`src/rtl/irq_router.sv`:
```
module irq_router #(
  parameter int NSRC   = 31,
  parameter int NCTX   = 2,
  parameter int PRIO_W = 3,
  parameter int ADDR_W = 22
) (
  input  logic              clk,
  input  logic              rst_n,
  input  logic [NSRC-1:0]   irq_src,
  input  logic              bus_valid,
  input  logic              bus_write,
  input  logic [ADDR_W-1:0] bus_addr,
  input  logic [31:0]       bus_wdata,
  output logic [31:0]       bus_rdata,
  output logic [NCTX-1:0]   ctx_irq
);

  localparam int IW = $clog2(NSRC + 1);
  localparam int NW = NSRC / 32 + 1;
  localparam int EW = NW * 32;
  localparam int CW = (NCTX > 1) ? $clog2(NCTX) : 1;
  localparam logic [EW-1:0] ONE = 1;
  localparam logic [EW-1:0] EN_MASK = ((ONE << (NSRC + 1)) - ONE) ^ ONE;
  localparam logic [31:0] CTX_BASE = 32'h0020_0000;
  localparam logic [31:0] EN_BASE  = 32'h0000_2000;

  logic [PRIO_W-1:0] prio_q [1:NSRC];
  logic [EW-1:0]     en_q   [NCTX];
  logic [PRIO_W-1:0] thr_q  [NCTX];
  logic [CW-1:0]     own_q  [1:NSRC];
  logic [NSRC:1]     pend_q, busy_q;

  logic [IW-1:0]     best_id [NCTX];
  logic [PRIO_W-1:0] best_p  [NCTX];

  logic [31:0] a, en_off;
  logic        pri_hit, en_hit, ctx_hit, thr_hit, clm_hit;
  int          pidx, ecx, ewd, cidx, widx;
  logic [IW-1:0] clm_id;
  logic        do_claim, do_done;

  assign a      = 32'(bus_addr);
  assign en_off = a - EN_BASE;
  assign pidx   = int'(a[11:2]);
  assign ecx    = int'(en_off[20:7]);
  assign ewd    = int'(en_off[6:2]);
  assign cidx   = int'(a[20:12]);
  assign widx   = int'(bus_wdata[IW-1:0]);

  assign pri_hit = (a[1:0] == 2'b00) && (a < 32'h1000) && (pidx >= 1) && (pidx <= NSRC);
  assign en_hit  = (en_off[1:0] == 2'b00) && (a >= EN_BASE) && (a < CTX_BASE)
                   && (en_off[31:7] < 25'(NCTX)) && (ewd < NW);
  assign ctx_hit = (a >= CTX_BASE) && (a < CTX_BASE + 32'(NCTX) * 32'h1000);
  assign thr_hit = ctx_hit && (a[11:0] == 12'h000);
  assign clm_hit = ctx_hit && (a[11:0] == 12'h004);

  always_comb begin
    for (int c = 0; c < NCTX; c++) begin
      best_id[c] = '0;
      best_p[c]  = '0;
      for (int k = 1; k <= NSRC; k++) begin
        if (pend_q[k] && en_q[c][k] && (prio_q[k] > thr_q[c]) && (prio_q[k] > best_p[c])) begin
          best_id[c] = IW'(k);
          best_p[c]  = prio_q[k];
        end
      end
      ctx_irq[c] = (best_id[c] != '0);
    end
  end

  always_comb begin
    clm_id = '0;
    if (clm_hit) clm_id = best_id[cidx];
  end

  assign do_claim = bus_valid && !bus_write && clm_hit && (clm_id != '0);

  always_comb begin
    do_done = 1'b0;
    if (bus_valid && bus_write && clm_hit && (bus_wdata >= 32'd1) && (bus_wdata <= 32'(NSRC)))
      do_done = busy_q[widx] && (own_q[widx] == CW'(cidx));
  end

  always_comb begin
    bus_rdata = '0;
    if (pri_hit)      bus_rdata = 32'(prio_q[pidx]);
    else if (en_hit)  bus_rdata = en_q[ecx][ewd*32 +: 32];
    else if (thr_hit) bus_rdata = 32'(thr_q[cidx]);
    else if (clm_hit) bus_rdata = 32'(clm_id);
  end

  always_ff @(posedge clk or negedge rst_n) begin
    if (!rst_n) begin
      for (int k = 1; k <= NSRC; k++) begin
        prio_q[k] <= '0;
        own_q[k]  <= '0;
      end
      for (int c = 0; c < NCTX; c++) begin
        en_q[c]  <= '0;
        thr_q[c] <= '0;
      end
      pend_q <= '0;
      busy_q <= '0;
    end else begin
      if (bus_valid && bus_write) begin
        if (pri_hit) prio_q[pidx] <= bus_wdata[PRIO_W-1:0];
        if (en_hit)  en_q[ecx][ewd*32 +: 32] <= bus_wdata & EN_MASK[ewd*32 +: 32];
        if (thr_hit) thr_q[cidx] <= bus_wdata[PRIO_W-1:0];
      end
      for (int k = 1; k <= NSRC; k++) begin
        if (do_claim && (clm_id == IW'(k))) begin
          pend_q[k] <= 1'b0;
          busy_q[k] <= 1'b1;
          own_q[k]  <= CW'(cidx);
        end else if (do_done && (widx == k)) begin
          busy_q[k] <= 1'b0;
        end else if (irq_src[k-1] && !busy_q[k]) begin
          pend_q[k] <= 1'b1;
        end
      end
    end
  end

endmodule


```
`config.mk`:
```
export PLATFORM = sky130hd
export DESIGN_NAME = irq_router
export DESIGN_NICKNAME = d
export VERILOG_FILES = /design/src/rtl/irq_router.sv
export SDC_FILE = /design/constraint.sdc
export NUM_CORES = 1
export LEC_CHECK = 0
export ABC_AREA = 0
export BUFFER_PORTS_ARGS = -buffer_cell sky130_fd_sc_hd__buf_4
export CAP_MARGIN = 25
export CELL_PAD_IN_SITES_DETAIL_PLACEMENT = 1
export CELL_PAD_IN_SITES_GLOBAL_PLACEMENT = 1
export CORE_ASPECT_RATIO = 0.7
export CORE_MARGIN = 2
export CORE_UTILIZATION = 53
export CTS_CLUSTER_SIZE = 20
export DETAILED_ROUTE_END_ITERATION = 10
export PLACE_DENSITY = 0.95
export SLEW_MARGIN = 20
export SYNTH_ARGS = -nofsm -noshare
export SYNTH_HDL_FRONTEND = slang
export SYNTH_SLANG_ARGS = --single-unit
```
`constraint.sdc`:
```
create_clock -name clk -period 128.4 [get_ports clk]
set_input_delay 12.84 -clock clk [delete_from_list [all_inputs] [get_ports clk]]
set_output_delay 12.84 -clock clk [all_outputs]
set_load 0.05 [all_outputs]
```
; ---- Word-level counts from Yosys, hierarchy flattened
; Index checks and enable logic that the tools add are counted.
[totals]
regBits = 256
input_bits = 89
output_inout_bits = 34
word_cells = 1119
[classes]
addsub = 2
n_lt_le_gt_ge = 142
eq_ne = 95
n_shift = 4
mux = 309
bitwise = 5
reduce_logical = 434
[ops]
columns = operator, n
row1 = $gt A3 B3 Y1, 122
row2 = $mux W5, 65
row3 = $logic_and A1 B1 Y1, 300
row4 = $mux W3, 67
row5 = $mux W32, 6
row6 = $mux W1, 161
row7 = $eq A5 B5 Y1 const B, 32
row8 = $reduce_bool A2 Y1, 62
row9 = $lt A32 B1 Y1 const B, 3
row10 = $bwmux W93, 1
row11 = $eq A5 B4 Y1 const B, 16
row12 = $reduce_and A2 Y1, 34
row13 = $bwmux W64, 1
row14 = $ge A32 B2 Y1 const B, 2
row15 = $ge A32 B6 Y1 const B, 2
row16 = $ne A2 B2 Y1 const B, 31
row17 = $lt A22 B22 Y1 const B, 2
row18 = $eq A5 B3 Y1 const B, 8
row19 = $neg A10 Y33, 1
row20 = $shift A32 B33 Y32 const A, 1
row21 = $shiftx A32 B33 Y32, 1
row22 = $and A32 B32 Y32, 1
row23 = $demux W32 S1, 1
row24 = $ge A32 B1 Y1 const B, 1
row25 = other kinds (31), 70

; ---- Longest topological paths before layout
[logic_depth]
ltp_word = 103
ltp_mapped = 214
ltp_nobuf = 212

; ---- Worst setup path after synthesis
; Ideal clock, no wire load.
[synth_timing]
path_kind = reg-to-output
startpoint = register thr_q[5] in the netlist's numbering
endpoint = output port bus_rdata[3]
arrival_time_ns = 40.280
t_required_ns = 115.560
slack_ns = 75.280
stages_incl_launch_ff = 208
path_buffers = 2
path_cell_list = dfrtp_1 > inv_1 > ha_1 > nand3_1 > o2111ai_1 > nor2_1 > nand2_1 > ha_1 > nand3_1 > and3_1 > a2111oi_0 > a21oi_1 > ha_1 > nand3b_1 > a22o_1 > or2_2 > clkbuf_1 > mux2_2 > (+172 left out) > o21ai_0 > o221ai_2 > mux2_2 > ha_1 > nand3_1 > nand4_1 > nor3_1 > nor3_1 > a221o_1 > ha_1 > nand3_1 > nand4_1 > nor3_1 > nor2_1 > a41o_1 > a41o_1 > buf_2 > o32ai_1
[synth_between]
elab_chain_len = 102
elab_cells_between_ends = 189
classes_between = 61 x order compare / 66 x mux / 62 x reduce/logical
[synth_rtl]
columns = element, line
row1 = "start, declared", 29  ; logic [PRIO_W-1:0] thr_q [NCTX];
row2 = "start signal, assigned by index", 108  ; if (thr_hit) thr_q[cidx] <= bus_wdata[PRIO_W-1:0];
row3 = $gt A3 B3 Y1, 62  ; if (pend_q[k] && en_q[c][k] && (prio_q[k] > thr_q[c]) && (prio_q[k] > best_p[c])) begin
row4 = $logic_and A1 B1 Y1 (2 in series), 62
row5 = $mux W3, 62
row6 = $gt A3 B3 Y1, 62
row7 = $logic_and A1 B1 Y1, 62
row8 = $mux W3, 62
row9 = $gt A3 B3 Y1, 62
row10 = $logic_and A1 B1 Y1, 62
row11 = (+83 left out), -
row12 = $logic_and A1 B1 Y1, 62
row13 = $mux W5 *, 62
row14 = $mux W5 (not written as such) * (3 in series), 73  ; if (clm_hit) clm_id = best_id[cidx];
row15 = $mux W5 *, 73
row16 = $mux W5 *, 89  ; else if (clm_hit) bus_rdata = 32'(clm_id);
row17 = $mux W5 *, 88  ; else if (thr_hit) bus_rdata = 32'(thr_q[cidx]);
row18 = $mux W32 *, 87  ; else if (en_hit) bus_rdata = en_q[ecx][ewd*32 +: 32];
row19 = $mux W32 *, 86  ; if (pri_hit) bus_rdata = 32'(prio_q[pidx]);
row20 = "end, declared", 14  ; output logic [31:0] bus_rdata,
; Every way passes the cells marked *; elsewhere a longest branch is shown, timed or not. The select of a mux whose other input is x is not followed.

; ---- Worst setup path in the final report
[layout_timing]
startpoint = register thr_q[3] in the netlist's numbering
endpoint = output port bus_rdata[2]
; Same word-level chain as after synthesis.

==> reports/results.txt <==
Drt drc: 0
Layout cell share with drive strength beyond 1: 14.0%
Pleak: 12.5 nW
Final setup fails: 0
Vias: 27.4k
Initial antenna violation count: 8
CTS Buf Count: 29
Max Root-Sink Buffers: 3
Synth Flop Type: dfrtp_1
DR WL/cell: 30.8 µm
EDFF count, synth: 0
WL final: 114000 µm
Hold Buf Count CTS: 0
RSZ-0062 raised after global routing: false
Initial drt markers: 3580
Maxcap violations: 0
Buffer and inverter count on the worst path: 6
Nature of the critical path endpoint: output pin
Via density: 7.43
Top cell type by total area after synthesis: dfrtp_1
Die footprint: 49400 µm²
Metal3 WL: 15100 µm
Most frequent cells after synthesis: nand2_1, ha_1, dfrtp_1
Final Hold Viols: 0
Hold Crit Class: reg -> reg
Skew final: 0.0189 ns
Top cells by area, synth: dfrtp_1, ha_1, nand2_1
Routed Antenna Nets: 0
Layout area overhead: 9.50%
Worst Path Arrival: 50.09 ns
Max Slew Vio Count: 0
Gpl congestion: 1.03
Library cells used by synthesis: 116
PD cells: 6.51 nW/µm²
#FFs+latches synth: 254
CP Class: reg -> out
Worst-Skew Late Latency: 0.59 ns
CTS root buffer: clkbuf_16
Synthesized cell area: 25300 µm²
# nets final: 3411
Top-count cell post-synth: nand2_1
Post-synthesis sequential area ratio: 25.2%
Syn_nets: 3357
Gate Count Post-Synth: 2997
Synth Area per Inst: 8.43 µm²
Core ar.: 46700 µm²
Max IR drop VDD: 11.8 µV
First-pass GRT wire length: 172000 µm
Async set-reset flop share out of synthesis: 100%
Synth Warn #: 0
Post_cts resized: 0
Most used cell, CP: nor2_1
Slowest CP cell: dfrtp_1
Util after Layout: 59.2%
Crit path time final: 62.93 ns
Chip width: 265 µm
CP delay by family, top: compound AO/OA/AOI/OAI gates
Port Buffer Count: 122
Post-DP HPWL: 84500 µm
Initial core utilization: 54.0%
Std-Cell Rows: 66
Fin area: 27600 µm²
Fmax: 15.9 MHz
Clock sinks: 254
Crit path required time: 115.56 ns
CP Launch Type: flip-flop
Post-CTS Setup Inserts: 0
CTS tree: built
DP Area: 26600 µm²
Synth top area share: 25.2%
I/O Pins: 123
Number of global-route vias before repair: 28.2k
GRT Residual Overflow: 0
H-tree depth: 1
DIE HEIGHT: 187 µm
Largest net degree at the start of global routing: 128
Critical path peak fanout: 18
DRT Pass-1 Iters: 8
Rel. slew slack: 21.5%
CTS clk-pin slew, worst paths: 0.06 ns
Fin Setup TNS: 0 ns
Max Used Layer: met5
Worst Tran Pin Value: 1.17 ns
Final worst-path cycle share: 49.0%
Largest stage delay on the critical path: 0.99 ns
Outcome: completed
Wire length on met2: 46600 µm
M1 WL: 44700 µm
Total Routing Usage GR: 44.8%
[logic make-up (layout without fill, tap and decap cells)]
group / Yosys count / in the layout / synth area share (%)
DFF: 254 / 254 / 25.2
other: 0 / 3 / 0
buffers and inverters: 268 / 345 / 4.11
and+or+nand+nor: 1079 / 1079 / 21.3
AOI/OAI and AO/OA: 893 / 893 / 24.2
muxes: 214 / 214 / 11.1
adders and majority gates: 286 / 286 / 14.0
xor gates and xnor gates: 3 / 3 / 0.104
[power by group]
part | total [mW] | internal (mW) | switching (mW)
clock network | 0.0888 | 0.0515 | 0.0373
registers | 0.0800 | 0.0800 | 0.000000478
logic | 0.0112 | 0.00351 | 0.00772
total | 0.180 | 0.135 | 0.0450
[state kept, by name, summed over array words and instances, names as in the netlist]
register	cells
busy_q	31
own_q	31
prio_q	93
thr_q	6
en_q	62
pend_q	31
[per-layer routing]
| layer | global-route usage, % | up-vias |
|---|---|---|
| met5 | 0 | - |
| met3 | 14.3 | 539 |
| met2 | 65.6 | 1953 |
| li1 | - | 11400 |
| met4 | 23.0 | 6 |
| met1 | 59.2 | 13500 |
[final timing paths]
kind | from | to | slack [ns] | depth (start not counted)
worst max-delay path | thr_q[3]$_DFFE_PN0P_ | bus_rdata[2] | 65.47 | 205
worst min-delay path | own_q[25]$_DFFE_PN0P_ | own_q[25]$_DFFE_PN0P_ | 0.49 | 1
worst max register to register | thr_q[3]$_DFFE_PN0P_ | own_q[20]$_DFFE_PN0P_ | 78.50 | 204
worst min register to register | own_q[25]$_DFFE_PN0P_ | own_q[25]$_DFFE_PN0P_ | 0.49 | 1
max in group asynchronous | rst_n | own_q[23]$_DFFE_PN0P_ | 114.44 | 2
min in group asynchronous | rst_n | busy_q[25]$_DFFE_PN0P_ | 12.32 | 1
[per-stage QoR]
stage               std cells  total power [mW]  hold WS [ns]  worst slack, ns
finish                   3689             0.180         0.488            65.47
global route             3688             0.183         0.509            63.28
CTS                      3685             0.179         0.493            66.95
detailed placement       3631            0.0922         0.479            68.09
global placement         3631            0.0918         0.467            70.55
floorplan                2997            0.0857         0.453            75.28
[cell type report]
cell class | instances | area [µm²]
diodes | 3 | 7.51
clock buffers | 42 | 845
well taps | 612 | 766
fillers | 5526 | 19100
flip-flops and latches | 254 | 6360
multi-input cells | 2475 | 17900
clock inverters | 12 | 141
repair buffers | 143 | 1080
inverters | 148 | 556
[worst reg2reg max path, delay by kind of cell (launching register included)]
family	cells	cell delay, ns
AOI/OAI and AO/OA	83	21.73
buffers and inverters	5	0.49
DFF	1	0.99
adders and majority gates	39	12.08
and+or+nand+nor	70	11.90
muxes	7	2.59
[cells in the final DEF, fill, tap and decap left out, drive strengths merged, types with 17 or more instances in the layout]
| cell type | Yosys | final |
|---|---|---|
| a211oi | 40 | 40 |
| a21boi | 17 | 17 |
| a21o | 65 | 65 |
| a21oi | 193 | 193 |
| a22oi | 19 | 19 |
| a311oi | 38 | 38 |
| a31oi | 27 | 27 |
| and2 | 56 | 56 |
| and3 | 37 | 37 |
| and4 | 21 | 21 |
| buf | 20 | 142 |
| clkbuf | 100 | 43 |
| dfrtp | 254 | 254 |
| ha | 271 | 271 |
| inv | 148 | 149 |
| mux2 | 125 | 125 |
| mux2i | 49 | 49 |
| mux4 | 40 | 40 |
| nand2 | 361 | 361 |
| nand2b | 23 | 23 |
| nand3 | 97 | 97 |
| nand3b | 21 | 21 |
| nand4 | 48 | 48 |
| nor2 | 216 | 216 |
| nor2b | 34 | 34 |
| nor3 | 62 | 62 |
| nor4 | 29 | 29 |
| o211ai | 29 | 29 |
| o21a | 41 | 41 |
| o21ai | 238 | 238 |
| or2 | 23 | 23 |
Power figures use the tool's default switching activity.
